===== src/rtl/dma_seq_pkg.sv =====
package dma_seq_pkg;

    typedef enum logic [1:0] {
        XM_NORMAL = 2'd0,
        XM_REPEAT = 2'd1,
        XM_RELOAD = 2'd2,
        XM_SPARE  = 2'd3
    } xmode_e;

    typedef enum logic [1:0] {
        AM_FIXED = 2'd0,
        AM_INC   = 2'd1,
        AM_DEC   = 2'd2,
        AM_KEEP  = 2'd3
    } amode_e;

    // Control word, least significant field last
    typedef struct packed {
        logic [1:0] unit;
        amode_e     dst_am;
        amode_e     src_am;
        logic       half_ie;
        logic       end_ie;
        logic       edge_det;
        logic       burst;
        xmode_e     mode;
        logic       auto_req;
        logic       en;
    } ctrl_t;

    localparam int CTRL_W = $bits(ctrl_t);

    typedef enum logic [1:0] {
        ST_IDLE = 2'd0,
        ST_XFER = 2'd1,
        ST_GAP  = 2'd2
    } st_e;

    localparam logic [2:0] SEL_SRC  = 3'd0;
    localparam logic [2:0] SEL_DST  = 3'd1;
    localparam logic [2:0] SEL_CNT  = 3'd2;
    localparam logic [2:0] SEL_SBK  = 3'd3;
    localparam logic [2:0] SEL_DBK  = 3'd4;
    localparam logic [2:0] SEL_CBK  = 3'd5;
    localparam logic [2:0] SEL_CTRL = 3'd6;
    localparam logic [2:0] SEL_STAT = 3'd7;

endpackage


===== src/rtl/dma_addr_step.sv =====
module dma_addr_step
    import dma_seq_pkg::*;
#(
    parameter int ADDR_W = 32
) (
    input  logic [ADDR_W-1:0] addr_i,
    input  amode_e            mode_i,
    input  logic [1:0]        unit_i,
    output logic [ADDR_W-1:0] addr_o
);
    logic [ADDR_W-1:0] step;

    always_comb begin
        step = {{(ADDR_W-1){1'b0}}, 1'b1} << unit_i;
        unique case (mode_i)
            AM_INC:  addr_o = addr_i + step;
            AM_DEC:  addr_o = addr_i - step;
            default: addr_o = addr_i;
        endcase
    end
endmodule


===== src/rtl/dma_req_detect.sv =====
module dma_req_detect (
    input  logic clk,
    input  logic rst_n,
    input  logic ext_req,
    input  logic auto_req,
    input  logic edge_mode,
    input  logic consume,
    output logic req
);
    logic prev_q;
    logic pend_q;

    always_ff @(posedge clk or negedge rst_n) begin
        if (!rst_n) begin
            prev_q <= 1'b0;
            pend_q <= 1'b0;
        end else begin
            prev_q <= ext_req;
            pend_q <= edge_mode & ((ext_req & ~prev_q) | (pend_q & ~consume));
        end
    end

    always_comb req = auto_req | (edge_mode ? pend_q : ext_req);
endmodule


===== src/rtl/dma_chan_seq.sv =====
module dma_chan_seq
    import dma_seq_pkg::*;
#(
    parameter int ADDR_W = 32,
    parameter int CNT_W  = 24,
    parameter int DATA_W = 32
) (
    input  logic              clk,
    input  logic              rst_n,
    input  logic              master_en,
    input  logic              wr_en,
    input  logic [2:0]        wr_sel,
    input  logic [DATA_W-1:0] wr_data,
    input  logic              ext_req,
    input  logic              nmi_in,
    input  logic              xfer_ack,
    input  logic              xfer_err,
    output logic              xfer_req,
    output logic [ADDR_W-1:0] xfer_src,
    output logic [ADDR_W-1:0] xfer_dst,
    output logic [1:0]        xfer_size,
    output logic              bus_hold,
    output logic [CNT_W-1:0]  cnt_val,
    output logic              end_flag,
    output logic              half_flag,
    output logic              aerr_flag,
    output logic              nmi_flag,
    output logic              irq
);
    localparam int LO_W    = 8;
    localparam int RLD_LSB = 16;
    localparam int RLD_MSB = RLD_LSB + LO_W - 1;

    st_e               state_q, state_d;
    ctrl_t             ctrl_q;
    logic [ADDR_W-1:0] src_q, dst_q, sbk_q, dbk_q, src_nx, dst_nx;
    logic [CNT_W-1:0]  cnt_q, cbk_q, cnt_dec;
    logic [LO_W-1:0]   lo_dec;
    logic              end_q, half_q, aerr_q, nmi_q;

    logic is_rep, is_rld, half_ie_on, burst_on, edge_mode;
    logic cnt_nz, end_ok, go_ok, req, start;
    logic unit_done, unit_ok, wrap_cnt, wrap_lo, hit_half, reload_addr;
    logic wr_stat, set_end, set_half;

    dma_addr_step #(.ADDR_W(ADDR_W)) u_src_step (
        .addr_i(src_q), .mode_i(ctrl_q.src_am), .unit_i(ctrl_q.unit), .addr_o(src_nx));
    dma_addr_step #(.ADDR_W(ADDR_W)) u_dst_step (
        .addr_i(dst_q), .mode_i(ctrl_q.dst_am), .unit_i(ctrl_q.unit), .addr_o(dst_nx));

    dma_req_detect u_req (
        .clk(clk), .rst_n(rst_n), .ext_req(ext_req), .auto_req(ctrl_q.auto_req),
        .edge_mode(edge_mode), .consume(start), .req(req));

    always_comb begin
        is_rep     = (ctrl_q.mode == XM_REPEAT);
        is_rld     = (ctrl_q.mode == XM_RELOAD);
        half_ie_on = ctrl_q.half_ie;
        burst_on   = ctrl_q.burst;
        edge_mode  = ctrl_q.burst & ctrl_q.edge_det & ~ctrl_q.auto_req;
        cnt_nz     = is_rld ? (cnt_q[LO_W-1:0] != '0) : (cnt_q != '0);
        end_ok     = ~end_q | (is_rep & ctrl_q.half_ie & ~half_q);
        go_ok      = ctrl_q.en & master_en & ~aerr_q & ~nmi_q & end_ok & cnt_nz;
        start      = (state_q == ST_IDLE) & go_ok & req;
        unit_done  = (state_q == ST_XFER) & xfer_ack;
        unit_ok    = unit_done & ~xfer_err;
        cnt_dec    = cnt_q - 1'b1;
        lo_dec     = cnt_q[LO_W-1:0] - 1'b1;
        wrap_cnt   = ~is_rld & (cnt_dec == '0);
        wrap_lo    = is_rld & (lo_dec == '0);
        hit_half   = is_rep & ctrl_q.half_ie & (cnt_dec == (cbk_q >> 1));
        reload_addr = (wrap_cnt & is_rep) | wrap_lo;
        wr_stat    = wr_en & (wr_sel == SEL_STAT);
        set_end    = unit_ok & wrap_cnt;
        set_half   = unit_ok & hit_half;
    end

    // next-state decision
    always_comb begin
        state_d = state_q;
        unique case (state_q)
            ST_IDLE: if (start) state_d = ST_XFER;
            ST_XFER: if (xfer_ack) state_d = (xfer_err || !ctrl_q.burst) ? ST_IDLE : ST_GAP;
            ST_GAP:  state_d = (go_ok && (req || edge_mode)) ? ST_XFER : ST_IDLE;
            default: state_d = ST_IDLE;
        endcase
    end

    always_ff @(posedge clk or negedge rst_n) begin
        if (!rst_n) state_q <= ST_IDLE;
        else        state_q <= state_d;
    end

    // registers: software write first, unit update overrides
    always_ff @(posedge clk or negedge rst_n) begin
        if (!rst_n) begin
            src_q <= '0; dst_q <= '0; sbk_q <= '0; dbk_q <= '0;
            cnt_q <= '0; cbk_q <= '0; ctrl_q <= '0;
            end_q <= 1'b0; half_q <= 1'b0; aerr_q <= 1'b0; nmi_q <= 1'b0;
        end else begin
            if (wr_en) begin
                unique case (wr_sel)
                    SEL_SRC:  src_q  <= wr_data[ADDR_W-1:0];
                    SEL_DST:  dst_q  <= wr_data[ADDR_W-1:0];
                    SEL_CNT:  cnt_q  <= wr_data[CNT_W-1:0];
                    SEL_SBK:  sbk_q  <= wr_data[ADDR_W-1:0];
                    SEL_DBK:  dbk_q  <= wr_data[ADDR_W-1:0];
                    SEL_CBK:  cbk_q  <= wr_data[CNT_W-1:0];
                    SEL_CTRL: ctrl_q <= ctrl_t'(wr_data[CTRL_W-1:0]);
                    default: ;
                endcase
            end
            if (unit_ok) begin
                src_q <= reload_addr ? sbk_q : src_nx;
                dst_q <= reload_addr ? dbk_q : dst_nx;
                if (is_rld)
                    cnt_q[LO_W-1:0] <= wrap_lo ? cnt_q[RLD_MSB:RLD_LSB] : lo_dec;
                else
                    cnt_q <= (wrap_cnt && is_rep) ? cbk_q : cnt_dec;
            end
            end_q  <= (end_q  & ~(wr_stat & ~wr_data[0])) | set_end;
            half_q <= (half_q & ~(wr_stat & ~wr_data[1])) | set_half;
            aerr_q <= (aerr_q & ~(wr_stat & ~wr_data[2])) | (unit_done & xfer_err);
            nmi_q  <= (nmi_q  & ~(wr_stat & ~wr_data[3])) | nmi_in;
        end
    end

    // outputs
    always_comb begin
        xfer_req  = (state_q == ST_XFER);
        bus_hold  = (state_q != ST_IDLE);
        xfer_src  = src_q;
        xfer_dst  = dst_q;
        xfer_size = ctrl_q.unit;
        cnt_val   = cnt_q;
        end_flag  = end_q;
        half_flag = half_q;
        aerr_flag = aerr_q;
        nmi_flag  = nmi_q;
        irq       = (end_q & ctrl_q.end_ie) | (half_q & ctrl_q.half_ie);
    end
endmodule


===== config.mk =====
export PLATFORM = sky130hd
export DESIGN_NAME = dma_chan_seq
export DESIGN_NICKNAME = d
export VERILOG_FILES = /design/src/rtl/dma_seq_pkg.sv /design/src/rtl/dma_addr_step.sv /design/src/rtl/dma_req_detect.sv /design/src/rtl/dma_chan_seq.sv
export SDC_FILE = /design/constraint.sdc
export NUM_CORES = 1
export LEC_CHECK = 0
export BUFFER_PORTS_ARGS = -buffer_cell sky130_fd_sc_hd__buf_2
export CAP_MARGIN = 40
export CORE_MARGIN = 10
export CORE_UTILIZATION = 55
export CTS_CLUSTER_SIZE = 28
export DETAILED_ROUTE_END_ITERATION = 7
export PLACE_DENSITY = 0.86
export SETUP_SLACK_MARGIN = 0.2
export SLEW_MARGIN = 20
export SYNTH_ARGS = -nofsm -noshare
export SYNTH_HDL_FRONTEND = slang
export SYNTH_SLANG_ARGS = --single-unit

===== constraint.sdc =====
create_clock -name clk -period 4.75 [get_ports clk]
set_clock_uncertainty 0.2 [all_clocks]
set_input_delay 0.2375 -clock clk [delete_from_list [all_inputs] [get_ports clk]]
set_output_delay 0.2375 -clock clk [all_outputs]
set_load 0.01 [all_outputs]

# Word level (Yosys, flattened, before mapping)
# Index checks and enable logic that the tools add are counted.
# totals
ff_bits,198
in_bits,43
output_inout_bits,97
wordCells,159
# op_classes
add_sub_neg,6
n_eq_ne,20
shifts,1
muxes,24
n_bitwise,60
n_reduce_logical,24
# op_table
operator,count
$mux 32,8
$pmux 32 s2,2
$mux 24,4
$add 32x32->32,2
$sub 32x32->32,2
$and 1x1->1,34
$shl 1x2->32 const A,1
$eq 24x23->1,1
$logic_not 24->1,1
$reduce_bool 24->1,1
$sub 24x1->24 const B,1
$not 1->1,17
$mux 16,1
$mux 8,2
$eq 3x3->1 const B,4
$reduce_and 2->1,6
$reduce_bool 2->1,5
$or 1x1->1,9
$eq 2x1->1 const B,4
$eq 2x2->1 const B,4
$logic_not 8->1,1
$ne 4x1->1 const B,2
$reduce_bool 8->1,1
$sub 8x1->8 const B,1
13 further kinds,21

# Depth between registers and ports, before layout
# depth
word_depth,12
ltp_mapped,16
ltp_nobuf,15

# Hierarchy
# A second synthesis with hierarchy kept.
# hier_totals
hier_cells,1672
hier_area_um2,14207.4
# by_module_without_submodules
module,instances,cells_per_inst,area_each_um2,seq_area_each_um2
dma_chan_seq,1,1050,10089.7,4904.7
dma_addr_step (u_dst_step),1,308,2042.0,0.0
dma_addr_step (u_src_step),1,307,1990.7,0.0
dma_req_detect,1,7,85.1,50.0

# Worst setup path before layout
# Ideal clock, no wire load.
# synth_timing
kind,flip-flop to flip-flop
startpoint,"reg ctrl_q, in the netlist xfer_size[1]"
endpoint,reg dst_q[30] (netlist: xfer_dst[30])
setup_time_ns,0.121
t_arrival_ns,3.519
t_required_ns,4.429
path_slack_ns,0.910
stages_incl_launch_ff,15
path_buffers,0
synth_period_minus_slack_ns,3.840
path_cell_list,dfrtp_1 or2_2 ha_1 nand2b_1 nand2_1 ha_1 a21o_1 o21a_1 a311o_1 o32a_1 o31a_1 a311oi_1 xor2_1 o211ai_1 a22o_1
# synth_via
elab_chain_cells,5
elab_cells_between_ends,6
classes_between,2 x add/sub; 1 x shift; 3 x mux
# synth_rtl
element,line,source
from (decl),dma_chan_seq.sv:35,ctrl_t ctrl_q;
from (signal assigned),dma_chan_seq.sv:109,SEL_CTRL: ctrl_q <= ctrl_t'(wr_data[CTRL_W-1:0]);
$shl 1x2->32 *,dma_addr_step.sv:14,"step = {{(ADDR_W-1){1'b0}}, 1'b1} << unit_i;"
$sub 32x32->32 or $add 32x32->32 (tied branches),"dma_addr_step.sv:17, dma_addr_step.sv:16",
$pmux 32 s2 *,dma_addr_step.sv:15,unique case (mode_i)
$mux 32 *,dma_chan_seq.sv:115,dst_q <= reload_addr ? dbk_q : dst_nx;
$mux 32 *,dma_chan_seq.sv:113,if (unit_ok) begin
to (signal assigned),dma_chan_seq.sv:104,SEL_DST: dst_q <= wr_data[ADDR_W-1:0];
to (signal assigned),dma_chan_seq.sv:115,
to (decl),dma_chan_seq.sv:36,"logic [ADDR_W-1:0] src_q, dst_q, sbk_q, dbk_q, src_nx, dst_nx;"
# Every way passes the cells marked *; elsewhere a longest branch is shown, timed or not.
# A chain may end at the register's enable or synchronous reset.

# Final worst setup path
# layout_timing
startpoint,reg cnt_q[0] (netlist: cnt_val[0])
endpoint,reg src_q[21] (netlist: xfer_src[21])
# layout_via
elab_chain_cells,7
elab_cells_between_ends,12
classes_between,2 x add/sub; 1 x eq/ne; 2 x mux; 4 x bitwise; 3 x reduce/logical
# layout_rtl
element,line,source
from (decl),dma_chan_seq.sv:37,"logic [CNT_W-1:0] cnt_q, cbk_q, cnt_dec;"
from (signal assigned),dma_chan_seq.sv:105,SEL_CNT: cnt_q <= wr_data[CNT_W-1:0];
"from (signal, indexed assignment)",dma_chan_seq.sv:117,cnt_q[LO_W-1:0] <= wrap_lo ? cnt_q[RLD_MSB:RLD_LSB] : lo_dec;
from (signal assigned),dma_chan_seq.sv:119,cnt_q <= (wrap_cnt && is_rep) ? cbk_q : cnt_dec;
$sub 24x1->24,dma_chan_seq.sv:67,cnt_dec = cnt_q - 1'b1;
$logic_not 24->1,dma_chan_seq.sv:69,wrap_cnt = ~is_rld & (cnt_dec == '0);
$and 1x1->1,dma_chan_seq.sv:69,
$and 1x1->1,dma_chan_seq.sv:72,reload_addr = (wrap_cnt & is_rep) | wrap_lo;
$or 1x1->1 *,dma_chan_seq.sv:72,
$ne 4x1->1 (no source line) or $mux 32 (tied branches),-,
$reduce_and 3->1 (no source line) or $mux 32 (tied branches),-,
to (signal assigned),dma_chan_seq.sv:103,SEL_SRC: src_q <= wr_data[ADDR_W-1:0];
to (signal assigned),dma_chan_seq.sv:114,src_q <= reload_addr ? sbk_q : src_nx;
to (decl),dma_chan_seq.sv:36,
# Marks and branches as above.

==> metrics.log <==
[metrics] result of the run: complete, no violations
[metrics] maximum root-to-sink buffer count: 2
[metrics] crit path DAT: 4.49 ns
[metrics] vias in the first global route: 12431
[metrics] most area-hungry cell type in the Yosys netlist: sky130_fd_sc_hd__dfrtp_1
[metrics] drt via density: 6.54
[metrics] post-synthesis area per instance: 9.20 µm²
[metrics] number of nets with antenna violations after detailed routing: 0
[metrics] maximum fanout along the worst path: 11
[metrics] total length of routed wires: 44500 µm
[metrics] worst hold margin: 0.0485 ns
[metrics] sequential fraction of the synthesis area: 0.363
[metrics] clock transition at the registers of the reported paths: 0.08 ns
[metrics] CTS tree: built
[metrics] Initial Utilization: 0.560
[metrics] RSZ-0062 raised after global routing: no
[metrics] post-synth top area share: 0.363
[metrics] Placed Cells incl. Taps: 1889
[metrics] number of vias in the routed layout: 12825
[metrics] Critical Path Most Common Cell: sky130_fd_sc_hd__nand2_1
[metrics] overall die height: 178 µm
[metrics] reported leakage power: 6.99 nW
[metrics] Die Wd: 178 µm
[metrics] fmax: 230 MHz
[metrics] largest cells by area after synthesis: sky130_fd_sc_hd__dfrtp_1, sky130_fd_sc_hd__mux2_2, sky130_fd_sc_hd__ha_1
[metrics] cell chosen for the clock root: sky130_fd_sc_hd__clkbuf_16
[metrics] classification of the worst-slack hold path: input pin to flop
[metrics] number of endpoints with negative hold slack in the final report: 0
[metrics] largest net degree at the start of global routing: 65
[metrics] Congestion Overflow GR: 0
[metrics] number of antenna repair diodes: 0
[metrics] pwr/cell area: 479 mW/mm²
[metrics] fraction of final layout cells sized beyond drive strength 1: 0.209
[metrics] worst-path cell with the longest stage delay: sky130_fd_sc_hd__or4_1
[metrics] startpoint type of the worst setup path: flop
[metrics] placed wire-length estimate: 33000 µm
[metrics] maximum capacitance violations: 0
[metrics] relative slew slack: 0.542
[metrics] area inside the core boundary: 0.0244 mm²
[metrics] maximum ir drop on the vdd rail: 0.000253 V
[metrics] number of sinks handled by clock tree synthesis: 198
[metrics] shortest clock period the worst path allows after layout: 4.36 ns
[metrics] largest stage delay on the critical path: 0.59 ns
[metrics] final weighted congestion in routability-driven placement: 0.988
[metrics] global-route wire length before repair: 69600 µm
[metrics] kind of capture point of the worst setup path: flop
[metrics] number of antenna violations at the first check in global routing: 2
[metrics] number of rows in the core area: 57
[metrics] Layout Area Growth over Synthesis: 14.8%
[metrics] total number of yosys warnings: 0
[metrics] boundary pin count: 140
[metrics] NumNets Final: 1738
[metrics] Iteration-0 DRC Markers: 1368
[metrics] clock latency on the worst-skew pair: 0.46 ns
[metrics] Num CTS Buffers: 17
[metrics] final cell count without fillers: 1962
[metrics] Crit path required time: 4.88 ns
[metrics] most repeated cell in the gate-level netlist after synthesis: sky130_fd_sc_hd__dfrtp_1
[metrics] Synth top cells by count: sky130_fd_sc_hd__dfrtp_1, sky130_fd_sc_hd__nor2_1, sky130_fd_sc_hd__nand2_1, sky130_fd_sc_hd__a21oi_1, sky130_fd_sc_hd__mux2_2
[metrics] first-pass detailed-route iteration total: 6
[metrics] cell count after synthesis: 1485
[metrics] cells along the critical path: inv_1 -> ha_1 -> nor4b_4 -> nand4_4 -> or4_1 -> nand2_1 -> nor4_4 -> a31oi_2 -> nand2_1 -> nor2_1 -> a21oi_1
[metrics] count of unique library cells instantiated by Yosys: 82
[metrics] number of H-tree levels: 4
[metrics] Synth Cell Area: 0.0137 mm²
[metrics] number of setup violations in the final report: 0
[metrics] path type of the worst setup path: flop to flop
[metrics] wire length per cell: 22.7 µm
[metrics] Power, Total: 7.51 mW
[metrics] number of enable flip-flop cells after synthesis: 0
[metrics] count of unresolved DRC violations after routing: 0
[metrics] share of the cycle needed by the critical path after routing: 0.917
[metrics] count of port buffers added during placement: 139
[metrics] DIE AREA: 0.0315 mm²
[metrics] Synthesized Nets: 1598
[metrics] Slew Viols, Final: 0
[metrics] worst-margin pin slew: 0.687 ns
[metrics] post-synthesis sequential element count: 198
[metrics] sum of negative setup slack: 0 ns
[metrics] overall routing resource usage: 0.278
[metrics] asr flop ratio synth: 1.00
[metrics] ys flop type: sky130_fd_sc_hd__dfrtp_1
-- state kept, by name (all words and copies together), names as in the netlist, 2 cells and up --
signal / count
sbk_q: 32
xfer_dst: 32
xfer_size: 2
xfer_src: 32
state_q: 2
ctrl_q: 10
cnt_val: 24
cbk_q: 24
dbk_q: 32
-- report_power, final --
group	switching [mW]	leakage, nW	total, mW	internal (mW)
Clock	0.746	0.284	1.51	0.762
Combinational	2.05	4.32	3.54	1.49
Sequential	0.418	2.39	2.46	2.04
Total	3.21	6.99	7.51	4.29
-- stage by stage --
stage / instance area [µm²] / utilization / setup slack [ns]
after floorplan: 13700 / - / 0.910
after global placement: 14600 / 0.599 / 0.453
after detailed placement: 14600 / 0.600 / 0.359
after CTS: 15600 / 0.640 / 0.315
after global routing: 15700 / 0.643 / 0.201
final: 15700 / 0.643 / 0.394
-- metal layers --
metal	vias to the layer above	GRT usage	routed length (µm)
li1	5741	-	-
met1	6296	0.356	18200
met2	664	0.457	21000
met3	122	0.0563	3840
met4	2	0.105	1460
met5	-	0	14
-- worst max-delay path, delay by kind of cell (launching register included) --
kind,cells,cell delay (ns)
buf+inv,1,0.14
compound gates,2,0.57
fa+ha+maj,1,0.24
simple gates,7,2.58
flops,1,0.51
-- repair_timing --
action / 4_1_cts / 5_1_grt
gates resized for setup: 0 / 5
endpoints found under the hold margin: 167 / 0
endpoints found under the setup margin: 0 / 15
setup buffers: 0 / 3
hold buffers: 38 / 0
-- layout make-up --
class | instances | area, µm²
clock inverter | 14 | 158
fill | 1994 | 8710
clock buffer | 18 | 439
timing repair buffer | 206 | 1360
multi-input combinational | 1168 | 8240
sequential | 198 | 4950
inverter | 34 | 128
tap | 324 | 405
-- layout by cell type (no fill, tap or decap), drive strengths merged, types with 19 or more instances in the layout --
master,instances
a21o,25
ha,68
nand2,134
inv,40
o21ai,73
a211oi,51
nor2,138
dfrtp,198
dlygate4sd3,38
o31ai,39
a21oi,116
nand3,22
mux2i,27
buf,167
xor2,35
clkbuf,19
xnor2,57
nor3,23
mux2,104
-- final timing paths --
path                        startpoint           end  slack, ns  cells after the start
min in group asynchronous        rst_n     dbk_q[27]       0.14                      2
setup / recovery            cnt_val[0]  xfer_src[21]       0.39                     11
hold reg to reg              ctrl_q[1]  u_req.pend_q       0.28                      1
hold / removal             wr_data[12]     sbk_q[12]       0.05                      2
setup reg to reg            cnt_val[0]  xfer_src[21]       0.39                     11
max in group asynchronous        rst_n     sbk_q[16]       2.91                      4
-- cells by family after synthesis --
family / share of synthesized area
XOR/XNOR: 0.0590
flip-flops: 0.363
AND/OR/NAND/NOR: 0.159
AO/OA/AOI/OAI: 0.209
multiplexers: 0.106
adder cells (fa/ha/maj): 0.0652
buffers and inverters: 0.0394
(Power assumes the default switching activity.)
